`src/rtl/tick_rearm_pkg.sv`:
```
package tick_rearm_pkg;
   typedef enum logic [1:0] {
      ST_IDLE = 2'd0,
      ST_STEP = 2'd1,
      ST_DIV  = 2'd2,
      ST_CHK  = 2'd3
   } rearm_state_t;

   // Short path entry guarantees value <= 64*P - 1, so at most 63 reductions.
   localparam int unsigned STEP_SHIFT = 6;
   localparam int unsigned MAX_STEPS  = 1 << STEP_SHIFT;
endpackage

```
`src/rtl/tick_div.sv`:
```
module tick_div #(
   parameter int unsigned DVD_W = 64,
   parameter int unsigned DVS_W = 32
) (
   input  logic             clk,
   input  logic             rst_n,
   input  logic             start_i,
   input  logic [DVD_W-1:0] dividend_i,
   input  logic [DVS_W-1:0] divisor_i,
   output logic             done_o,
   output logic [DVD_W-1:0] quot_o,
   output logic [DVS_W-1:0] rem_o
);
   localparam int unsigned CW = $clog2(DVD_W + 1);

   initial begin
      assert (DVD_W >= 2 && DVS_W >= 1 && DVS_W <= DVD_W)
         else $fatal(1, "tick_div: bad widths");
   end

   logic [DVD_W-1:0] dvd_q;
   logic [DVS_W-1:0] rem_q;
   logic [DVS_W-1:0] dvs_q;
   logic [CW-1:0]    cnt_q;
   logic             run_q;
   logic             done_q;

   logic [DVS_W:0]   trial;
   logic             fits;
   logic [DVS_W:0]   diff;

   always_comb begin
      trial = {rem_q, dvd_q[DVD_W-1]};
      fits  = (trial >= {1'b0, dvs_q});
      diff  = trial - {1'b0, dvs_q};
   end

   always_ff @(posedge clk) begin
      if (!rst_n) begin
         dvd_q  <= '0;
         rem_q  <= '0;
         dvs_q  <= '0;
         cnt_q  <= '0;
         run_q  <= 1'b0;
         done_q <= 1'b0;
      end else begin
         done_q <= 1'b0;
         if (start_i && !run_q) begin
            dvd_q <= dividend_i;
            rem_q <= '0;
            dvs_q <= divisor_i;
            cnt_q <= CW'(DVD_W);
            run_q <= 1'b1;
         end else if (run_q) begin
            dvd_q <= {dvd_q[DVD_W-2:0], fits};
            rem_q <= fits ? diff[DVS_W-1:0] : trial[DVS_W-1:0];
            cnt_q <= cnt_q - CW'(1);
            if (cnt_q == CW'(1)) begin
               run_q  <= 1'b0;
               done_q <= 1'b1;
            end
         end
      end
   end

   assign done_o = done_q;
   assign quot_o = dvd_q;
   assign rem_o  = rem_q;

   // a finished division leaves a remainder below a nonzero divisor
   a_r4_rem_below_divisor: assert property (@(posedge clk) disable iff (!rst_n)
      (done_q && dvs_q != '0) |-> (rem_q < dvs_q));
endmodule

```
`src/rtl/tick_step.sv`:
```
module tick_step
   import tick_rearm_pkg::*;
#(
   parameter int unsigned VAL_W = 64,
   parameter int unsigned PER_W = 32
) (
   input  logic             clk,
   input  logic             rst_n,
   input  logic             start_i,
   input  logic [VAL_W-1:0] value_i,
   input  logic [PER_W-1:0] period_i,
   output logic             done_o,
   output logic [VAL_W-1:0] rem_o,
   output logic [$clog2(MAX_STEPS+1)-1:0] steps_o
);
   localparam int unsigned SW = $clog2(MAX_STEPS + 1);

   initial begin
      assert (PER_W + STEP_SHIFT <= VAL_W)
         else $fatal(1, "tick_step: value too narrow for period");
   end

   logic [VAL_W-1:0] rem_q;
   logic [VAL_W-1:0] per_q;
   logic [SW-1:0]    cnt_q;
   logic             run_q;
   logic             done_q;

   always_ff @(posedge clk) begin
      if (!rst_n) begin
         rem_q  <= '0;
         per_q  <= '0;
         cnt_q  <= '0;
         run_q  <= 1'b0;
         done_q <= 1'b0;
      end else begin
         done_q <= 1'b0;
         if (start_i && !run_q) begin
            rem_q <= value_i;
            per_q <= {{(VAL_W-PER_W){1'b0}}, period_i};
            cnt_q <= '0;
            run_q <= 1'b1;
         end else if (run_q) begin
            if (rem_q > per_q) begin
               rem_q <= rem_q - per_q;
               cnt_q <= cnt_q + SW'(1);
            end else begin
               run_q  <= 1'b0;
               done_q <= 1'b1;
            end
         end
      end
   end

   assign done_o  = done_q;
   assign rem_o   = rem_q;
   assign steps_o = cnt_q;

   // the entry condition bounds the loop; it never reaches MAX_STEPS
   a_r3_step_bound: assert property (@(posedge clk) disable iff (!rst_n)
      run_q |-> (cnt_q < SW'(MAX_STEPS)));
endmodule

```
`src/rtl/tick_rearm.sv`:
```
module tick_rearm
   import tick_rearm_pkg::*;
#(
   parameter int unsigned CNT_W       = 64,
   parameter int unsigned CMP_W       = 32,
   parameter int unsigned PER_W       = 32,
   parameter int unsigned TICK_RATE   = 100,
   parameter int unsigned SLOW_LIMIT  = 32'h3000,
   parameter bit          USE_STEPPER = 1'b1
) (
   input  logic             clk,
   input  logic             rst_n,
   input  logic             arm_i,
   input  logic             start_i,
   input  logic [CNT_W-1:0] expected_i,
   input  logic [CNT_W-1:0] counter_i,
   input  logic [PER_W-1:0] period_i,
   output logic             busy_o,
   output logic             done_o,
   output logic [CNT_W-1:0] ticks_o,
   output logic [CNT_W-1:0] next_o,
   output logic [CMP_W-1:0] cmp_o,
   output logic             cmp_we_o,
   output logic             delayed_o,
   output logic             slow_o
);
   localparam int unsigned SW = $clog2(MAX_STEPS + 1);
   localparam logic [CNT_W-1:0] RATE_LIM = CNT_W'(TICK_RATE);
   localparam logic [CNT_W-1:0] LAG_LIM  = CNT_W'(SLOW_LIMIT);

   initial begin
      assert (CMP_W >= 1 && CMP_W <= CNT_W)
         else $fatal(1, "tick_rearm: compare wider than counter");
      assert (PER_W + STEP_SHIFT <= CNT_W)
         else $fatal(1, "tick_rearm: period too wide for counter");
      assert (TICK_RATE > 0)
         else $fatal(1, "tick_rearm: tick rate must be nonzero");
   end

   rearm_state_t     state_q;
   logic [CNT_W-1:0] now_q;
   logic [PER_W-1:0] per_q;
   logic [CNT_W-1:0] next_q;
   logic [CNT_W-1:0] ticks_q;
   logic [CMP_W-1:0] cmp_q;
   logic             we_q;
   logic             done_q;
   logic             dly_q;
   logic             slow_q;

   logic [CNT_W-1:0] per_in_ext;
   logic [CNT_W-1:0] per_ext_q;
   logic [CNT_W-1:0] elapsed;
   logic             short_path;
   logic             fire;

   assign per_in_ext = {{(CNT_W-PER_W){1'b0}}, period_i};
   assign per_ext_q  = {{(CNT_W-PER_W){1'b0}}, per_q};
   assign elapsed    = counter_i - expected_i;
   assign fire       = (state_q == ST_IDLE) && start_i && !arm_i;

   // ---------------- engines ----------------
   logic             step_done;
   logic [CNT_W-1:0] step_rem;
   logic [SW-1:0]    step_cnt;
   logic             div_done;
   logic [CNT_W-1:0] div_quot;
   logic [PER_W-1:0] div_rem;

   generate
      if (USE_STEPPER) begin : g_step
         assign short_path = ((elapsed >> STEP_SHIFT) < per_in_ext);
         tick_step #(.VAL_W(CNT_W), .PER_W(PER_W)) u_step (
            .clk      (clk),
            .rst_n    (rst_n),
            .start_i  (fire && short_path),
            .value_i  (elapsed),
            .period_i (period_i),
            .done_o   (step_done),
            .rem_o    (step_rem),
            .steps_o  (step_cnt)
         );
      end else begin : g_nostep
         assign short_path = 1'b0;
         assign step_done  = 1'b0;
         assign step_rem   = '0;
         assign step_cnt   = '0;
      end
   endgenerate

   tick_div #(.DVD_W(CNT_W), .DVS_W(PER_W)) u_div (
      .clk        (clk),
      .rst_n      (rst_n),
      .start_i    (fire && !short_path),
      .dividend_i (elapsed),
      .divisor_i  (period_i),
      .done_o     (div_done),
      .quot_o     (div_quot),
      .rem_o      (div_rem)
   );

   // ---------------- result merge ----------------
   logic             eng_done;
   logic [CNT_W-1:0] eng_rem;
   logic [CNT_W-1:0] eng_quot;
   logic [CNT_W-1:0] next_calc;
   logic [CNT_W-1:0] gap;
   logic [CNT_W-1:0] lag;

   always_comb begin
      eng_done  = (state_q == ST_STEP) ? step_done : div_done;
      eng_rem   = (state_q == ST_STEP) ? step_rem
                                       : {{(CNT_W-PER_W){1'b0}}, div_rem};
      eng_quot  = (state_q == ST_STEP) ? {{(CNT_W-SW){1'b0}}, step_cnt}
                                       : div_quot;
      next_calc = now_q + (per_ext_q - eng_rem);
      gap       = next_q - counter_i;
      lag       = counter_i - now_q;
   end

   // ---------------- control ----------------
   always_ff @(posedge clk) begin
      if (!rst_n) begin
         state_q <= ST_IDLE;
         now_q   <= '0;
         per_q   <= '0;
         next_q  <= '0;
         ticks_q <= '0;
         cmp_q   <= '0;
         we_q    <= 1'b0;
         done_q  <= 1'b0;
         dly_q   <= 1'b0;
         slow_q  <= 1'b0;
      end else begin
         we_q   <= 1'b0;
         done_q <= 1'b0;
         unique case (state_q)
            ST_IDLE: begin
               if (arm_i) begin
                  next_q  <= counter_i + per_in_ext;
                  cmp_q   <= CMP_W'(counter_i + per_in_ext);
                  ticks_q <= '0;
                  dly_q   <= 1'b0;
                  slow_q  <= 1'b0;
                  we_q    <= 1'b1;
                  done_q  <= 1'b1;
               end else if (start_i) begin
                  now_q   <= counter_i;
                  per_q   <= period_i;
                  state_q <= short_path ? ST_STEP : ST_DIV;
               end
            end
            ST_STEP, ST_DIV: begin
               if (eng_done) begin
                  ticks_q <= CNT_W'(1) + eng_quot;
                  next_q  <= next_calc;
                  cmp_q   <= next_calc[CMP_W-1:0];
                  we_q    <= 1'b1;
                  state_q <= ST_CHK;
               end
            end
            ST_CHK: begin
               if (gap > per_ext_q) begin
                  cmp_q <= CMP_W'(next_q + per_ext_q);
                  we_q  <= 1'b1;
               end
               dly_q   <= (ticks_q > RATE_LIM);
               slow_q  <= (lag > LAG_LIM);
               done_q  <= 1'b1;
               state_q <= ST_IDLE;
            end
            default: state_q <= ST_IDLE;
         endcase
      end
   end

   assign busy_o    = (state_q != ST_IDLE);
   assign done_o    = done_q;
   assign ticks_o   = ticks_q;
   assign next_o    = next_q;
   assign cmp_o     = cmp_q;
   assign cmp_we_o  = we_q;
   assign delayed_o = dly_q;
   assign slow_o    = slow_q;

   // the computed due time sits at most one period past the captured counter
   a_r5_on_grid: assert property (@(posedge clk) disable iff (!rst_n)
      (state_q == ST_CHK) |-> ((next_q - now_q) <= per_ext_q));

   // two back-to-back writes only happen as the recheck closing a service
   a_r6_rewrite_closes: assert property (@(posedge clk) disable iff (!rst_n)
      (cmp_we_o && $past(cmp_we_o)) |-> done_o);

   // completion is only signalled with the engine idle
   a_r10_done_idle: assert property (@(posedge clk) disable iff (!rst_n)
      done_o |-> !busy_o);

   // a busy engine is not pulled back to idle by new requests
   a_r9_busy_holds: assert property (@(posedge clk) disable iff (!rst_n)
      (busy_o && state_q != ST_CHK) |=> busy_o);

   // an arm completes in one cycle with exactly one write and zero ticks
   a_r2_arm_single: assert property (@(posedge clk) disable iff (!rst_n)
      (state_q == ST_IDLE && arm_i) |=> (done_o && cmp_we_o && ticks_o == '0));
endmodule

```
`config.mk`:
```
export PLATFORM = sky130hd
export DESIGN_NAME = tick_rearm
export DESIGN_NICKNAME = d
export VERILOG_FILES = /design/src/rtl/tick_rearm_pkg.sv /design/src/rtl/tick_div.sv /design/src/rtl/tick_step.sv /design/src/rtl/tick_rearm.sv
export SDC_FILE = /design/constraint.sdc
export NUM_CORES = 2
export LEC_CHECK = 0
export BUFFER_PORTS_ARGS = -buffer_cell sky130_fd_sc_hd__clkbuf_2
export CORE_MARGIN = 10
export CORE_UTILIZATION = 63
export CTS_CLUSTER_SIZE = 25
export DETAILED_ROUTE_END_ITERATION = 8
export PLACE_DENSITY = 0.88
export SLEW_MARGIN = 20
export SYNTH_ARGS = -nofsm -noshare
export SYNTH_HDL_FRONTEND = slang
export SYNTH_SLANG_ARGS = --single-unit
```
`constraint.sdc`:
```
create_clock -name clk -period 8.4 [get_ports clk]
set_input_delay 1.68 -clock clk [delete_from_list [all_inputs] [get_ports clk]]
set_output_delay 1.68 -clock clk [all_outputs]
set_load 0.01 [all_outputs]
```
# Word-level counts from Yosys, hierarchy flattened
# Cells that the tools add are included.
# Widths: inputs -> output; s select.
[classes]
addsub = 12
n_lt_le_gt_ge = 6
eq_ne = 9
mux = 42
bitwise = 4
reduce_logical = 29
[op_table]
columns = ["operator", "n"]
rows = [
  ["$mux 64", 11],
  ["$pmux 64 s2", 2],
  ["$sub 64x64->64", 3],
  ["$gt 64x32->1", 2],
  ["$mux 32", 4],
  ["$pmux 32 s3", 1],
  ["$add 1x64->64 const A", 1],
  ["$add 64x32->64", 1],
  ["$add 64x64->64", 1],
  ["$gt 64x14->1 const B", 1],
  ["$gt 64x7->1 const B", 1],
  ["$sub 32x64->64", 1],
  ["$sub 64x32->64", 1],
  ["$lt 58x32->1", 1],
  ["$ge 33x32->1", 1],
  ["$add 32x32->32", 1],
  ["$sub 32x32->32", 1],
  ["$mux 7", 2],
  ["$mux 1", 13],
  ["$reduce_and 3->1", 4],
  ["$reduce_bool 2->1", 6],
  ["$ne 2x2->1 const B", 5],
  ["$mux 2", 4],
  ["$add 7x1->7 const B", 1],
  ["14 further kinds", 33],
]
[totals]
register_bits = 504
output_inout_bits = 165
word_cells = 124

# Logic depth before layout (Yosys ltp)
[logic_depth]
word_depth = 7
ltp_mapped = 29
mapped_depth_nobuf = 28

# Hierarchy
# Synthesis repeated with hierarchy kept, for this count alone.
[unflattened]
cells_unflattened = 6880
area_unflattened_um2 = 50474.7
[by_module_without_submodules]
columns = ["mod", "n_inst", "cells_each", "area_per_inst_um2", "seq_area_each_um2"]
rows = [
  ["tick_rearm", 1, 5064, 35723.0, 5245.0],
  ["tick_div", 1, 910, 7803.7, 2742.6],
  ["tick_step", 1, 906, 6947.9, 2102.0],
]

# Worst setup path before layout
# OpenSTA, ideal clock, no wires.
[synth_timing]
kind = "input port to flip-flop"
from = "input counter_i[0]"
to = "register g_step.u_step.rem_q[13], in the netlist g_step.u_step.rem_o[13]"
t_arrival_ns = 7.021
setup_slack_ns = 1.308
cell_stages = 29
path_cell_list = "inv_1 ha_1 fa_1 nand2b_1 a21oi_1 o211a_1 nor2_1 o21a_1 o21ai_0 a21oi_1 o21ai_0 a21oi_1 o21bai_1 xor2_1 ha_1 a21o_1 a21o_1 a211oi_1 o221ai_1 a31oi_1 nand2_1 or4_1 nor4_1 nand3_1 nor3_1 clkbuf_1 clkbuf_1 a22oi_1 a21oi_1"
[synth_between]
elab_chain_cells = 6
[synth_rtl]
columns = ["element", "line_no", "text"]
rows = [
  ["start: declaration", "tick_rearm.sv:16", "input logic [CNT_W-1:0] counter_i,"],
  ["$sub 64x64->64 *", "tick_rearm.sv:59", "assign elapsed = counter_i - expected_i;"],
  ["$lt 58x32->1", "tick_rearm.sv:72", "assign short_path = ((elapsed >> STEP_SHIFT) < per_in_ext);"],
  ["$logic_and 1x1->1", "tick_rearm.sv:76", ".start_i (fire && short_path),"],
  ["$logic_and 1x1->1", "tick_step.sv:38", "if (start_i && !run_q) begin"],
  ["$reduce_bool 2->1 (no line)", "--", ""],
  ["$reduce_and 2->1 (no line)", "--", ""],
  ["end signal: assignment", "tick_step.sv:39", "rem_q <= value_i;"],
  ["end signal: assignment", "tick_step.sv:45", "rem_q <= rem_q - per_q;"],
  ["end: declaration", "tick_step.sv:23", "logic [VAL_W-1:0] rem_q;"],
]
# Every way passes the cells marked *; elsewhere a longest branch is shown, timed or not.
# A chain may end at the register's enable or synchronous reset.

# Worst setup path in the final report
[layout_timing]
from = "input counter_i[0]"
to = "register g_step.u_step.rem_q[44], in the netlist g_step.u_step.rem_o[44]"
# Same word-level chain as after synthesis.

==> flow_metrics.py <==
metrics = {
    "layout": {
        "final_common_cell": "nand2_1",
        "fill_cells": 6367,
        "layout_common_cells": "836 x nand2_1, 656 x a21oi_1, 515 x nor2_1",
        "fin_cells": 7824,
        "drive_gt1_share_pct": 9.02,
        "seqCellArea_um2": 10100,
        "multi_input_area_um2": 35000,
        "final_util_pct": 69.5,
        "nNetsFinal": 7481,
        "area_delta_synth_final_pct": 9.46,
    },
    "logic_synthesis": {
        "ys_types": 88,
        "synth-compound-area-share_pct": 27.5,
        "synth_edf_count": 0,
        "synth-seq-cells": 504,
        "async_reset_ff_share_pct": 0,
        "syn-cell-area_um2": 48200,
        "muxShareOfSynthArea_pct": 2.11,
        "synth_simple_gate_area_share_pct": 21.5,
        "ys_warn_count": 0,
        "synth_ff_type": "dfxtp_1",
        "ys_seq_area_share_pct": 21.0,
        "yosys.area_share.xor_xnor_pct": 7.33,
        "synthCells": 6667,
        "synth_fa_ha_area_share_pct": 14.1,
        "synth_top_family_by_area": "compound AO/OA/AOI/OAI gates",
        "synth_area_per_cell_um2": 7.22,
        "syn-num-nets": 7351,
    },
    "route": {
        "drc_errors": 0,
        "drtAntennaViolNets": 0,
        "drt-initial-drc-count": 6629,
        "num_vias": 53000,
        "vias_per_cell": 6.77,
        "wirelength_um": 188000,
        "drtPass1Iterations": 8,
        "detail_route.wl_per_cell_um": 24.1,
    },
    "timing": {
        "worst-slew-pin-transition_ps": 1100,
        "hold_violations": 0,
        "finalSetupViolCount": 0,
        "hold_ws_ps": 454,
        "period_needed_ps": 7820,
        "rsz0062_at_grt": "false",
        "drv_slew": 0,
        "timing.final.crit_share_pct": 93.1,
        "totalNegativeSetupSlack_ps": 0,
        "max_freq_mhz": 128,
        "clock_skew_ps": 74.5,
        "slew-limit-headroom_pct": 25.7,
    },
    "grt": {
        "antenna_found_initial": 9,
        "first_global_vias": 49300,
        "top_usage_layer": "met2",
        "grtUsageTotal_pct": 40.9,
        "grt_max_degree": 114,
        "gr-usage-met1_pct": 50.2,
        "use_met3_pct": 9.97,
        "grt_pass1_wl_um": 284000,
        "grt_overflow": 0,
        "globalRouteMet2Util_pct": 62.6,
    },
    "placement": {
        "io_buffers": 328,
        "dpl.hpwl_um": 146000,
        "globalplace.congestion": 1.06,
        "dp.cells": 7713,
    },
    "critical_path": {
        "start_kind": "primary input",
        "critPathSlowestCell": "buf_4",
        "crit_fanout": 39,
        "cp.arrival_ps": 8400,
        "path_class": "primary input to flop",
        "required_ps": 8980,
        "end_kind": "flop",
        "cpPeakStageDelay_ps": 570,
    },
    "pwr": {
        "power_leakage_uw": 0.0226,
        "finalPower_uw": 15200,
        "irDropWorstVdd_uv": 269,
        "powerDensity_nw_per_um2": 288,
    },
    "die": {
        "start_util_pct": 63.5,
        "die_area_um2": 87900,
        "die_w_um": 296,
        "coreArea_um2": 75800,
        "fp.dieH_um": 296,
        "num_rows": 101,
        "io_pins": 329,
    },
    "clocking": {
        "postCtsHoldBufs": 0,
        "insertion_delay_ps": 680,
        "cts_tree": "built",
        "root_buffer": "clkbuf_16",
        "cts.sink_count": 504,
        "cts_inserted_buffers": 60,
        "cts_resized": 0,
        "clockBufferDepth": 3,
        "cts_htree_levels": 2,
        "clk_pin_slew_ps": 70,
        "postCtsSetupBuffers": 0,
    },
    "outcome": {
        "status": "complete, no violations",
    },
    "job": {
        "drv_cap": 0,
    },
    "worst_hold_path": {
        "hold_class": "flop to flop",
    },
}
state kept, by name, summed over array words and instances, names as in the netlist, 2 cells and up:
name / cells
u_div.dvs_q: 32
next_o: 64
g_step.u_step.rem_o: 64
cmp_o: 32
g_step.u_step.steps_o: 7
state_q: 2
u_div.cnt_q: 7
u_div.quot_o: 64
g_step.u_step.per_q: 32
ticks_o: 64
per_q: 32
u_div.rem_o: 32
now_q: 64
synth_stat cells, types with 13 or more instances:
library cell | number | area (um2)
nand2_1 | 839 | 3150
a21oi_1 | 656 | 3280
nor2_1 | 520 | 1950
dfxtp_1 | 504 | 10100
inv_1 | 497 | 1870
ha_1 | 481 | 6020
o21ai_0 | 423 | 2120
clkbuf_1 | 294 | 1100
xnor2_1 | 256 | 2240
a21o_1 | 173 | 1300
nand3_1 | 173 | 866
xor2_1 | 147 | 1290
a31oi_1 | 130 | 813
nand4_1 | 124 | 776
nor3_1 | 118 | 591
a211oi_1 | 94 | 706
a22oi_1 | 75 | 563
nand2b_1 | 73 | 457
o21a_1 | 71 | 533
o211ai_1 | 64 | 480
nor4_1 | 63 | 394
a221oi_1 | 59 | 517
mux2i_1 | 59 | 591
o31ai_1 | 59 | 443
o21bai_1 | 57 | 428
nor2b_1 | 56 | 350
and3_1 | 47 | 294
or3_1 | 45 | 282
fa_1 | 39 | 781
mux2_2 | 38 | 428
and2_1 | 35 | 219
buf_1 | 25 | 93.8
or2_2 | 25 | 156
o221ai_1 | 21 | 184
nand3b_1 | 19 | 143
a2111oi_0 | 18 | 158
and4_1 | 17 | 149
or4_1 | 17 | 128
a211o_1 | 15 | 131
o22ai_1 | 15 | 93.8
nor3b_1 | 14 | 105
o2111ai_1 | 14 | 123
o311ai_0 | 13 | 114
power by group:
group	leakage [uW]	internal, uW	switching [uW]
sequential	0.00411	2760	408
clock	0.00109	1790	1190
combinational	0.0174	3220	5800
worst paths after layout:
path,startpoint,to,slack [ps],depth (start not counted)
min reg2reg,now_q[24]$_SDFFE_PN0P_,now_q[24]$_SDFFE_PN0P_,450,2
max,counter_i[0],g_step.u_step.rem_o[44]$_SDFFE_PN0P_,580,29
min,now_q[24]$_SDFFE_PN0P_,now_q[24]$_SDFFE_PN0P_,450,2
max reg2reg,next_o[0]$_SDFFE_PN0P_,cmp_o[2]$_SDFFE_PN0P_,1690,29
cell families (layout without fill, tap and decap cells):
logic type	Yosys count	count (layout)
buf+inv	831	1008
fa+ha+maj	520	520
mux	97	97
other cells	0	2
compound gates	2091	2091
simple gates	2221	2221
xor+xnor	403	403
flops	504	504
worst max-delay path: cells and delay by family:
kind / cells / cell delay [ps]
compound gates: 14 / 3070
simple gates: 6 / 1430
buf+inv: 5 / 1070
fa+ha+maj: 3 / 850
xor+xnor: 1 / 270
metrics by stage:
| step | setup WS, ps | instance area [um2] |
|---|---|---|
| final | 580 | 52700 |
| after global routing | 208 | 52700 |
| after CTS | 884 | 52700 |
| after detailed placement | 226 | 50500 |
| after global placement | 498 | 50500 |
| after floorplan | 1310 | 48200 |
routing by layer:
layer	vias up	share of wire [%]
li1	24300	-
met1	24500	37
met2	3427	42
met3	825	12
met4	14	8.4
met5	-	0.053
final cells by class:
cell class	instances	area share, %
multi-input combinational	5332	66.4
sequential	504	19.1
timing repair buffer	401	4.31
inverter	498	3.56
clock buffer	83	3.38
tap	978	2.32
clock inverter	26	0.878
antenna	2	0.00949
(Power assumes the default switching activity.)
